<file path="config.mk">
export PLATFORM = sky130hd
export DESIGN_NAME = acc_arbiter
export DESIGN_NICKNAME = d
export VERILOG_FILES = /design/src/rtl/acc_arb_pkg.sv /design/src/rtl/acc_slot.sv /design/src/rtl/acc_owner.sv /design/src/rtl/acc_est_flag.sv /design/src/rtl/acc_arbiter.sv
export SDC_FILE = /design/constraint.sdc
export NUM_CORES = 1
export LEC_CHECK = 0
export ABC_CLOCK_PERIOD_IN_PS = 5200
export CAP_MARGIN = 40
export CORE_UTILIZATION = 40
export CTS_BUF_LIST = sky130_fd_sc_hd__clkbuf_8
export DETAILED_ROUTE_END_ITERATION = 10
export GPL_ROUTABILITY_DRIVEN = 1
export SETUP_SLACK_MARGIN = 0.02
export SKIP_LAST_GASP = 1
export SLEW_MARGIN = 20
export SYNTH_ARGS = -nofsm -noshare
export SYNTH_HDL_FRONTEND = slang
export SYNTH_SLANG_ARGS = --single-unit
</file>
<file path="constraint.sdc">
create_clock -name clk -period 5.2 [get_ports clk]
set_input_delay 1.56 -clock clk [delete_from_list [all_inputs] [get_ports clk]]
set_output_delay 1.56 -clock clk [all_outputs]
set_load 0.005 [all_outputs]
</file>
<file path="src/rtl/acc_arb_pkg.sv">
package acc_arb_pkg;

    localparam int AB_EST_OPEN = 0;
    localparam int AB_REQUEST  = 1;
    localparam int AB_PENDING  = 2;
    localparam int AB_SEIZE    = 3;
    localparam int AB_SEIZED   = 4;
    localparam int AB_ACTIVE   = 5;
    localparam int AB_VALID    = 7;

    typedef struct packed {
        logic clr_seized;
        logic est_reopen;
        logic drop;
        logic seize;
        logic request;
    } acc_cmd_t;

    function automatic acc_cmd_t decode_cmd(input logic [7:0] d);
        acc_cmd_t c;
        c.clr_seized = d[AB_SEIZED];
        c.est_reopen = d[AB_EST_OPEN];
        c.drop       = d[AB_ACTIVE];
        c.seize      = d[AB_SEIZE];
        c.request    = d[AB_REQUEST];
        return c;
    endfunction

    function automatic logic [7:0] make_view(input logic active, input logic seized,
                                             input logic pending, input logic req,
                                             input logic est_open);
        logic [7:0] v;
        v              = '0;
        v[AB_VALID]    = 1'b1;
        v[AB_ACTIVE]   = active;
        v[AB_SEIZED]   = seized;
        v[AB_PENDING]  = pending;
        v[AB_REQUEST]  = req;
        v[AB_EST_OPEN] = est_open;
        return v;
    endfunction

endpackage

</file>
<file path="src/rtl/acc_slot.sv">
module acc_slot
    import acc_arb_pkg::*;
(
    input  logic     clk,
    input  logic     rst,
    input  acc_cmd_t cmd,
    input  logic     active,
    input  logic     grant,
    input  logic     lose,
    output logic     req_q,
    output logic     req_eff,
    output logic     seized_q
);

    // request after this cycle's write, before any grant
    assign req_eff = (req_q & ~cmd.drop) | (cmd.request & ~active);

    always_ff @(posedge clk) begin
        if (rst) begin
            req_q    <= 1'b0;
            seized_q <= 1'b0;
        end else begin
            req_q <= grant ? 1'b0 : req_eff;
            if (lose)
                seized_q <= 1'b1;
            else if (cmd.clr_seized)
                seized_q <= 1'b0;
        end
    end

    assert_seized_on_loss_R6: assert property (@(posedge clk) disable iff (rst)
        $rose(seized_q) |-> ($past(active) && !active));

    assert_grant_clears_req_R3: assert property (@(posedge clk) disable iff (rst)
        grant |=> !req_q);

    assert_seized_sticky_R8: assert property (@(posedge clk) disable iff (rst)
        (seized_q && !cmd.clr_seized) |=> seized_q);

endmodule

</file>
<file path="src/rtl/acc_owner.sv">
module acc_owner
    import acc_arb_pkg::*;
#(
    parameter int NUM_LOC = 5,
    parameter int LOC_W   = 3
) (
    input  logic               clk,
    input  logic               rst,
    input  logic               wr_ok,
    input  logic [LOC_W-1:0]   wr_loc,
    input  acc_cmd_t           cmd,
    input  logic [NUM_LOC-1:0] req_eff,
    output logic               owner_vld,
    output logic [LOC_W-1:0]   owner_q,
    output logic [NUM_LOC-1:0] grant,
    output logic [NUM_LOC-1:0] lose
);

    logic             relq, vld_a, seize_ok, hi_found, nv;
    logic [LOC_W-1:0] hi_idx, nxt;

    assign relq     = wr_ok && cmd.drop && owner_vld && (wr_loc == owner_q);
    assign vld_a    = owner_vld && !relq;
    assign seize_ok = wr_ok && cmd.seize && (!vld_a || (wr_loc > owner_q));

    // highest-numbered outstanding requester
    always_comb begin
        hi_found = 1'b0;
        hi_idx   = '0;
        for (int i = 0; i < NUM_LOC; i++) begin
            if (req_eff[i]) begin
                hi_found = 1'b1;
                hi_idx   = LOC_W'(i);
            end
        end
    end

    always_comb begin
        grant = '0;
        lose  = '0;
        nv    = vld_a;
        nxt   = vld_a ? owner_q : '0;
        if (seize_ok) begin
            nv            = 1'b1;
            nxt           = wr_loc;
            grant[wr_loc] = 1'b1;
            if (vld_a)
                lose[owner_q] = 1'b1;
        end else if (!vld_a && hi_found) begin
            nv            = 1'b1;
            nxt           = hi_idx;
            grant[hi_idx] = 1'b1;
        end
    end

    always_ff @(posedge clk) begin
        if (rst) begin
            owner_vld <= 1'b0;
            owner_q   <= '0;
        end else begin
            owner_vld <= nv;
            owner_q   <= nxt;
        end
    end

    assert_low_seize_ignored_R7: assert property (@(posedge clk) disable iff (rst)
        (wr_ok && cmd.seize && owner_vld && !cmd.drop && (wr_loc <= owner_q))
        |=> (owner_vld && (owner_q == $past(owner_q))));

    assert_release_to_idle_R5: assert property (@(posedge clk) disable iff (rst)
        (relq && !cmd.seize && !(|req_eff)) |=> !owner_vld);

    assert_one_grant_R2: assert property (@(posedge clk) disable iff (rst)
        $onehot0(grant));

endmodule

</file>
<file path="src/rtl/acc_est_flag.sv">
module acc_est_flag (
    input  logic clk,
    input  logic rst,
    input  logic reopen,
    input  logic establish,
    output logic open_q
);

    always_ff @(posedge clk) begin
        if (rst)
            open_q <= 1'b1;
        else if (reopen)
            open_q <= 1'b1;
        else if (establish)
            open_q <= 1'b0;
    end

    assert_establish_clears_R9: assert property (@(posedge clk) disable iff (rst)
        (establish && !reopen) |=> !open_q);

endmodule

</file>
<file path="src/rtl/acc_arbiter.sv">
module acc_arbiter
    import acc_arb_pkg::*;
#(
    parameter int NUM_LOC     = 5,
    parameter int EST_MIN_LOC = 3,
    localparam int LOC_W      = $clog2(NUM_LOC)
) (
    input  logic             clk,
    input  logic             rst,
    input  logic             bus_valid,
    input  logic             bus_write,
    input  logic [LOC_W-1:0] bus_loc,
    input  logic [7:0]       bus_wdata,
    input  logic             env_establish,
    output logic             rd_valid,
    output logic [7:0]       rd_data,
    output logic             owner_valid,
    output logic [LOC_W-1:0] owner_loc
);

    logic               in_range, wr_ok, rd_req, est_reopen, est_open;
    acc_cmd_t           cmd_all;
    acc_cmd_t           cmd_loc [NUM_LOC];
    logic [NUM_LOC-1:0] req_q, req_eff, seized_q, active, grant, lose;
    logic [7:0]         view [NUM_LOC];
    logic               unused_wbits;

    assign unused_wbits = ^{bus_wdata[6], bus_wdata[2], bus_wdata[7]};
    assign in_range     = int'(bus_loc) < NUM_LOC;
    assign wr_ok        = bus_valid && bus_write && in_range;
    assign rd_req       = bus_valid && !bus_write;
    assign cmd_all      = decode_cmd(bus_wdata);
    assign est_reopen   = wr_ok && cmd_all.est_reopen && (int'(bus_loc) >= EST_MIN_LOC);

    for (genvar i = 0; i < NUM_LOC; i++) begin : g_loc
        assign cmd_loc[i] = (wr_ok && (bus_loc == LOC_W'(i))) ? cmd_all : '0;
        assign active[i]  = owner_valid && (owner_loc == LOC_W'(i));

        acc_slot u_slot (
            .clk      (clk),
            .rst      (rst),
            .cmd      (cmd_loc[i]),
            .active   (active[i]),
            .grant    (grant[i]),
            .lose     (lose[i]),
            .req_q    (req_q[i]),
            .req_eff  (req_eff[i]),
            .seized_q (seized_q[i])
        );

        assign view[i] = make_view(active[i], seized_q[i],
                                   |(req_q & ~(NUM_LOC'(1) << i)),
                                   req_q[i], est_open);
    end

    acc_owner #(
        .NUM_LOC (NUM_LOC),
        .LOC_W   (LOC_W)
    ) u_owner (
        .clk       (clk),
        .rst       (rst),
        .wr_ok     (wr_ok),
        .wr_loc    (bus_loc),
        .cmd       (cmd_all),
        .req_eff   (req_eff),
        .owner_vld (owner_valid),
        .owner_q   (owner_loc),
        .grant     (grant),
        .lose      (lose)
    );

    acc_est_flag u_est (
        .clk       (clk),
        .rst       (rst),
        .reopen    (est_reopen),
        .establish (env_establish),
        .open_q    (est_open)
    );

    always_ff @(posedge clk) begin
        if (rst) begin
            rd_valid <= 1'b0;
            rd_data  <= '0;
        end else begin
            rd_valid <= rd_req;
            if (rd_req)
                rd_data <= in_range ? view[bus_loc] : 8'h00;
        end
    end

    assert_single_owner_R2: assert property (@(posedge clk) disable iff (rst)
        $onehot0(active));

    assert_owner_holds_no_req_R3: assert property (@(posedge clk) disable iff (rst)
        owner_valid |-> ((req_q & active) == '0));

    assert_read_valid_bit_R1: assert property (@(posedge clk) disable iff (rst)
        (rd_req && in_range) |=> (rd_valid && rd_data[AB_VALID] && !rd_data[6] && !rd_data[AB_SEIZE]));

    assert_bad_loc_read_R10: assert property (@(posedge clk) disable iff (rst)
        (rd_req && !in_range) |=> (rd_valid && (rd_data == 8'h00)));

    assert_reopen_source_R9: assert property (@(posedge clk) disable iff (rst)
        $rose(est_open) |-> $past(bus_valid && bus_write && bus_wdata[AB_EST_OPEN]
                                  && (int'(bus_loc) >= EST_MIN_LOC) && in_range));

endmodule

</file>
==> Yosys cells after proc, flatten, opt, wreduce, memory -nomap -nowiden <==
Index checks and enable logic that the tools add are counted.
{ "totals": {"elab_cells": 151, "ff_bits": 24} }
{ "op_classes": {"bitwise": 26, "mux": 43, "order_cmp": 10, "reduce_logical": 47, "n_eq_ne": 10} }
{ "ops": {"columns": ["cell", "n"], "rows": [
  ["2-to-1 mux 5 bit", 9],
  ["logical AND 1 bit", 25],
  ["binary-select mux 8 bit (select 3 bit)", 1],
  ["2-to-1 mux 8 bit", 3],
  ["2-to-1 mux 1 bit", 21],
  ["OR reduction 4 bit", 5],
  ["2-to-1 mux 3 bit", 6],
  ["== test 3 x 2 -> 1 bit (second input constant)", 4],
  ["less-than comparator 3 x 4 -> 1 bit (second input constant)", 3],
  ["OR reduction 2 bit", 6],
  ["AND 1 bit", 10],
  ["inverter 1 bit", 10],
  ["nonzero test 2 bit", 5],
  ["demux 1 bit (select 3 bit)", 3],
  ["greater-or-equal comparator 3 x 1 -> 1 bit (second input constant)", 3],
  ["== test 3 x 1 -> 1 bit (second input constant)", 2],
  ["== test 3 bit (second input constant)", 2],
  ["logical NOT 3 bit", 2],
  ["bitwise OR 1 bit", 5],
  ["greater-or-equal comparator 4 bit (second input constant)", 1],
  ["inverter 3 -> 4 bit", 1],
  ["== test 3 bit", 1],
  ["greater-or-equal comparator 3 x 2 -> 1 bit (second input constant)", 1],
  ["greater-than comparator 3 bit", 1],
  ["other kinds (4)", 6]
]} }

==> Logic depth before layout (Yosys ltp) <==
{ "depth": {"ltp_word": 18, "depth_mapped": 9} }

==> Hierarchy <==
A second synthesis with hierarchy kept.
{ "hier_totals": {"hier_cells": 211, "hier_area_um2": 1657.8} }
{ "by_module_without_submodules": {"columns": ["mod", "area_each_um2", "seq_area_each_um2", "n_inst", "cells_per_inst"], "rows": [
  ["acc_arbiter", 721.9, 140.1, 1, 93],
  ["acc_owner", 484.2, 80.1, 1, 69],
  ["acc_slot", 83.8, 40.0, 5, 9],
  ["acc_est_flag", 32.5, 20.0, 1, 4]
]} }

==> Worst setup path before layout <==
No wires, ideal clock.
{ "synth_path": {"path_type": "input to register", "start": "in bus_loc[0]", "end": "reg g_loc[1].u_slot.req_q", "path_stages": 9, "path_slack_ns": 1.753, "setup_ns": 0.133, "arrival_time_ns": 3.315, "required_ns": 5.067, "n_path_buf": 2, "cell_sequence": "buf_4 > clkbuf_1 > inv_1 > ha_1 > nand3_1 > o41ai_4 > nand4_2 > o311ai_1 > a21oi_1"} }
{ "synth_via": {"elab_chain_len": 18} }
{ "synth_rtl": {"columns": ["element", "line", "text"], "rows": [
  ["start: declaration", "acc_arbiter.sv:12", "input logic [LOC_W-1:0] bus_loc,"],
  ["less-than comparator 3 bit", "acc_arbiter.sv:29", "assign in_range = int'(bus_loc) < NUM_LOC;"],
  ["logical AND 1 bit", "acc_arbiter.sv:30", "assign wr_ok = bus_valid && bus_write && in_range;"],
  ["logical AND 1 bit", "acc_arbiter.sv:36", "assign cmd_loc[i] = (wr_ok && (bus_loc == LOC_W'(i))) ? cmd_all : '0;"],
  ["2-to-1 mux 5 bit", "acc_arbiter.sv:36", null],
  ["inverter 1 bit", "acc_slot.sv:16", "assign req_eff = (req_q & ~cmd.drop) | (cmd.request & ~active);"],
  ["AND 1 bit", "acc_slot.sv:16", null],
  ["bitwise OR 1 bit", "acc_slot.sv:16", null],
  ["2-to-1 mux 1 bit", "acc_owner.sv:31", "if (req_eff[i]) begin"],
  ["2-to-1 mux 3 bit (3 in a row)", "acc_owner.sv:31", null],
  ["less-than comparator 3 x 4 -> 1 bit (implied by the code) / greater-or-equal comparator 3 x 1 -> 1 bit (equally long branches)", "acc_owner.sv:52", "grant[hi_idx] = 1'b1;"],
  ["logical AND 1 bit (implied by the code)", "acc_owner.sv:52", null],
  ["2-to-1 mux 1 bit (implied by the code)", "acc_owner.sv:52", null],
  ["demux 1 bit (select 3 bit)", null, null],
  ["2-to-1 mux 5 bit", "acc_owner.sv:49", "end else if (!vld_a && hi_found) begin"],
  ["2-to-1 mux 5 bit", "acc_owner.sv:43", "if (seize_ok) begin"],
  ["OR reduction 2 bit (no source line)", null, null],
  ["end signal: assignment", "acc_slot.sv:23", "req_q <= grant ? 1'b0 : req_eff;"],
  ["end: declaration", "acc_slot.sv:10", "output logic req_q,"]
]} }
Several ways; a longest one is shown, not always the timed one.
A chain may end at the register's enable or synchronous reset.

==> Worst setup path in the final report <==
{ "layout_path": {"start": "in bus_loc[1]", "end": "reg g_loc[0].u_slot.req_q"} }
{ "layout_via": {"elab_chain_len": 18} }
{ "layout_rtl": {"columns": ["element", "line"], "rows": [
  ["less-than comparator 3 bit", "acc_arbiter.sv:29"],
  ["logical AND 1 bit", "acc_arbiter.sv:30"],
  ["logical AND 1 bit", "acc_arbiter.sv:36"],
  ["2-to-1 mux 5 bit", "acc_arbiter.sv:36"],
  ["inverter 1 bit", "acc_slot.sv:16"],
  ["AND 1 bit", "acc_slot.sv:16"],
  ["bitwise OR 1 bit", "acc_slot.sv:16"],
  ["2-to-1 mux 1 bit", "acc_owner.sv:31"],
  ["2-to-1 mux 3 bit (3 in a row)", "acc_owner.sv:31"],
  ["less-than comparator 3 x 4 -> 1 bit (implied by the code) / greater-or-equal comparator 3 x 1 -> 1 bit (equally long branches)", "acc_owner.sv:52"],
  ["logical AND 1 bit (implied by the code)", "acc_owner.sv:52"],
  ["2-to-1 mux 1 bit (implied by the code)", "acc_owner.sv:52"],
  ["demux 1 bit (select 3 bit)", null],
  ["2-to-1 mux 5 bit", "acc_owner.sv:49"],
  ["2-to-1 mux 5 bit", "acc_owner.sv:43"],
  ["OR reduction 2 bit (no source line)", null],
  ["end signal: assignment", "acc_slot.sv:23"],
  ["end: declaration", "acc_slot.sv:10"]
]} }
Several ways; a longest one is shown, not always the timed one.

==> reports/results.md <==
• sky130_fd_sc_hd__dfxtp_1 (28%), sky130_fd_sc_hd__nand3_1 (5.1%), sky130_fd_sc_hd__nor2_1 (3.9%) — top post-synthesis cells by area
• 1,548 — total vias in the final route
• 0.222 — GRT Resource Usage Total
• 1560 um2 — cell area after synthesis
• 64.4 um — die span in y
• sky130_fd_sc_hd__clkdlybuf4s50_1 (23), sky130_fd_sc_hd__dfxtp_1 (22), sky130_fd_sc_hd__nor2_1 (16), sky130_fd_sc_hd__nand3_1 (16), sky130_fd_sc_hd__nand2_1 (14) — most frequent cells in the layout
• flop — Crit. End Element
• 1.04 ns — worst slack after detailed placement
• 3 — number of clock buffers inserted by TritonCTS
• 0.08 ns — post-CTS clock slew at the launch and capture registers of the worst setup and hold paths
• 6.07 — Via-to-Cell Ratio
• 0.283 — share of Yosys cell area claimed by the top area cell type
• 0 — total count of hold-check failures in the final report
• 254 MHz — achievable frequency
• 0.842 — gpl congestion
• 7.13 mm — global-route wire length before repair
• 0 — global route overflow
• 255 — Non-Filler Instances
• no — unrepaired setup endpoints after global routing
• 0.422 — initial cell density of the core
• 4.07 ns — arrival time at the worst endpoint
• 1.27 ns — Setup WS post-layout
• 206 nW/um2 — Pwr per Cell Area
• 4 — count of TritonRoute iterations in the first routing pass
• 227 — number of nets in the layout
• 29 — number of top-level pins
• 4.27 mm — wire length reported by the detailed router
• 0.756 — share of the clock period used by the worst path
• 358 — fill cell instance count of the final layout
• 0.121 — share of cells above drive strength 1
• 0 ns — sum of negative setup slack
• 0.0346 — multiplexer share of the synthesized area
• 0 — number of instances resized during post-cts repair
• 1850 um2 — fin area
• 189 — Syn Inst Count
• 0 — number of enable flip-flop cells after synthesis
• 0.495 — max_slew headroom
• 0.283 — fraction of the yosys area taken by sequential cells
• 21 — largest net degree at the start of global routing
• 0 — total setup violations reported at the end of the flow
• 0 — hold-fix buffers at CTS
• 22 — clock net sink count
• in -> reg — category of the most critical setup path
• 0.26 ns — clock insertion delay at the later pin of the skew report
• 3.93 ns — min Tclk post-route
• 128 — violation count after the first detailed-routing iteration
• 16 — worst-path fanout max
• 0 — number of antenna-violating nets in the routed design
• 23 — port bufs
• 0.0241 — share of synthesized cell area in full adder, half adder and majority cells
• 1790 um2 — cell area after placement
• 0 — post-CTS setup repair buffer count
• reg -> reg — class of the most critical hold timing path
• 0.632 nW — leakage
• 0 — YS warnings
• simple AND/OR/NAND/NOR gates — dominant combinational cell family by area after synthesis
• 0.119 mV — IR Drop Worst-Case VDD
• sky130_fd_sc_hd__clkbuf_8 — clk root buf
• 0.307 — share of synthesized cell area in and, or, nand and nor gates
• 16.8 um — WL/cell
• 1 — Max H-tree Level
• 5.34 ns — required time worst endpoint
• 0 — max_cap viols
• yes — clock tree from TritonCTS
• 8.23 um2 — average size of a mapped cell
• 3690 um2 — Core Box Area
• 0 — number of antenna violations at the first check in global routing
• 1,468 — number of global-route vias before repair
• 0 — Async SR Flop Fraction
• 4140 um2 — overall die area
• 0.00674 ns — worst clock skew
• 0 — n_diodes
• 64.4 um — die boundary width
• 0 — DRC violation count after routing
• 3.17 mm — dpl hpwl
• sky130_fd_sc_hd__dfxtp_1 — cell taking the most area after synthesis
• sky130_fd_sc_hd__dfxtp_1 — Main synth FF type
• 0 — post-synthesis share of cell area spent on xor and xnor gates
• completed — outcome
• 18.7% — area added between synthesis and finish
• 22 — number of rows in the core area
• sky130_fd_sc_hd__clkdlybuf4s50_1 — most common library cell in the layout ignoring fill and taps
• input port — element type at the critical path start
• 57 — distinct cell type count after synthesis
• 22 — post-synthesis register bit count
• 0.752 ns — slew at the pin with the worst max-slew slack
• 2 — maximum count of clock buffers along a single path
• 0.270 — complex-gate fraction of the synthesized area
• 0 — Final Max Slew Viols
• 251 — # placed instances
==> flip-flops by register name, indices dropped and copies added, names as in the netlist <==
signal and cells:
g_loc.u_slot.req_q 5, g_loc.u_slot.seized_q 5, rd_data 6, rd_valid 1
u_est.open_q 1, u_owner.owner_q 3, u_owner.owner_vld 1
==> cells by family (layout without fill, tap and decap cells) <==
family / after synthesis / in the layout
and+or+nand+nor: 81 / 81
adders and majority gates: 3 / 3
other: 1 / 2
buffers and inverters: 23 / 40
muxes: 5 / 5
DFF: 22 / 22
AOI/OAI and AO/OA: 54 / 54
==> through the flow <==
stage	power (mW)	hold WS [ns]	utilization
global route	0.399	0.473	0.501
detailed placement	0.261	0.447	0.486
floorplan	0.230	0.434	-
CTS	0.384	0.460	0.501
finish	0.380	0.455	0.501
global placement	0.259	0.443	0.486
==> where the power goes <==
part,total (mW),internal [mW],switching [mW]
sequential,0.180,0.173,0.00683
clock,0.122,0.0675,0.0550
combinational,0.0778,0.0347,0.0431
==> worst paths after layout <==
| kind | from | to | cells past startpoint | slack (ns) |
|---|---|---|---|---|
| setup / recovery | bus_loc[1] | g_loc[0].u_slot.req_q | 7 | 1.27 |
| setup reg to reg | u_owner.owner_q[2] | g_loc[0].u_slot.req_q | 7 | 2.75 |
| hold / removal | rd_data[5] | rd_data[5] | 2 | 0.45 |
| hold reg to reg | rd_data[5] | rd_data[5] | 2 | 0.45 |
==> area by class of cell <==
cell class / instances / area (um2) / area share
clock buffer: 4 / 55.1 / 0.0298
inverter: 9 / 33.8 / 0.0183
multi-input combinational: 145 / 997 / 0.540
sequential: 22 / 440 / 0.238
tap: 48 / 60.1 / 0.0325
timing repair buffer: 27 / 260 / 0.141
==> synthesized netlist by cell type, drive strengths merged (4+ instances only) <==
| cell | instances |
|---|---|
| dfxtp | 22 |
| nand3 | 17 |
| nor2 | 16 |
| nand2 | 14 |
| o21ai | 11 |
| a21oi | 8 |
| inv | 8 |
| clkbuf | 7 |
| buf | 6 |
| a22oi | 5 |
| nor3 | 5 |
| nand4 | 4 |
| nor2b | 4 |
| nor3b | 4 |
| or4 | 4 |
==> worst max-delay path, stage by stage <==
cell and delay [ns]:
sky130_fd_sc_hd__clkdlybuf4s50_1 0.75, sky130_fd_sc_hd__ha_1 0.51, sky130_fd_sc_hd__o21ai_0 0.09, sky130_fd_sc_hd__o211a_1 0.22
sky130_fd_sc_hd__nor3_1 0.62, sky130_fd_sc_hd__nand3_1 0.15, sky130_fd_sc_hd__nor4b_1 0.18
==> layer usage <==
layer | wire [um] | track usage | part of all wire | up-vias
li1 | - | - | - | 750
met1 | 1920 | 0.304 | 0.45 | 738
met2 | 2100 | 0.351 | 0.49 | 56
met3 | 219 | 0.0464 | 0.051 | 4
met4 | 28 | 0.0528 | 0.0066 | 0
met5 | 0 | 0 | 0 | -
Power figures use the tool's default switching activity.
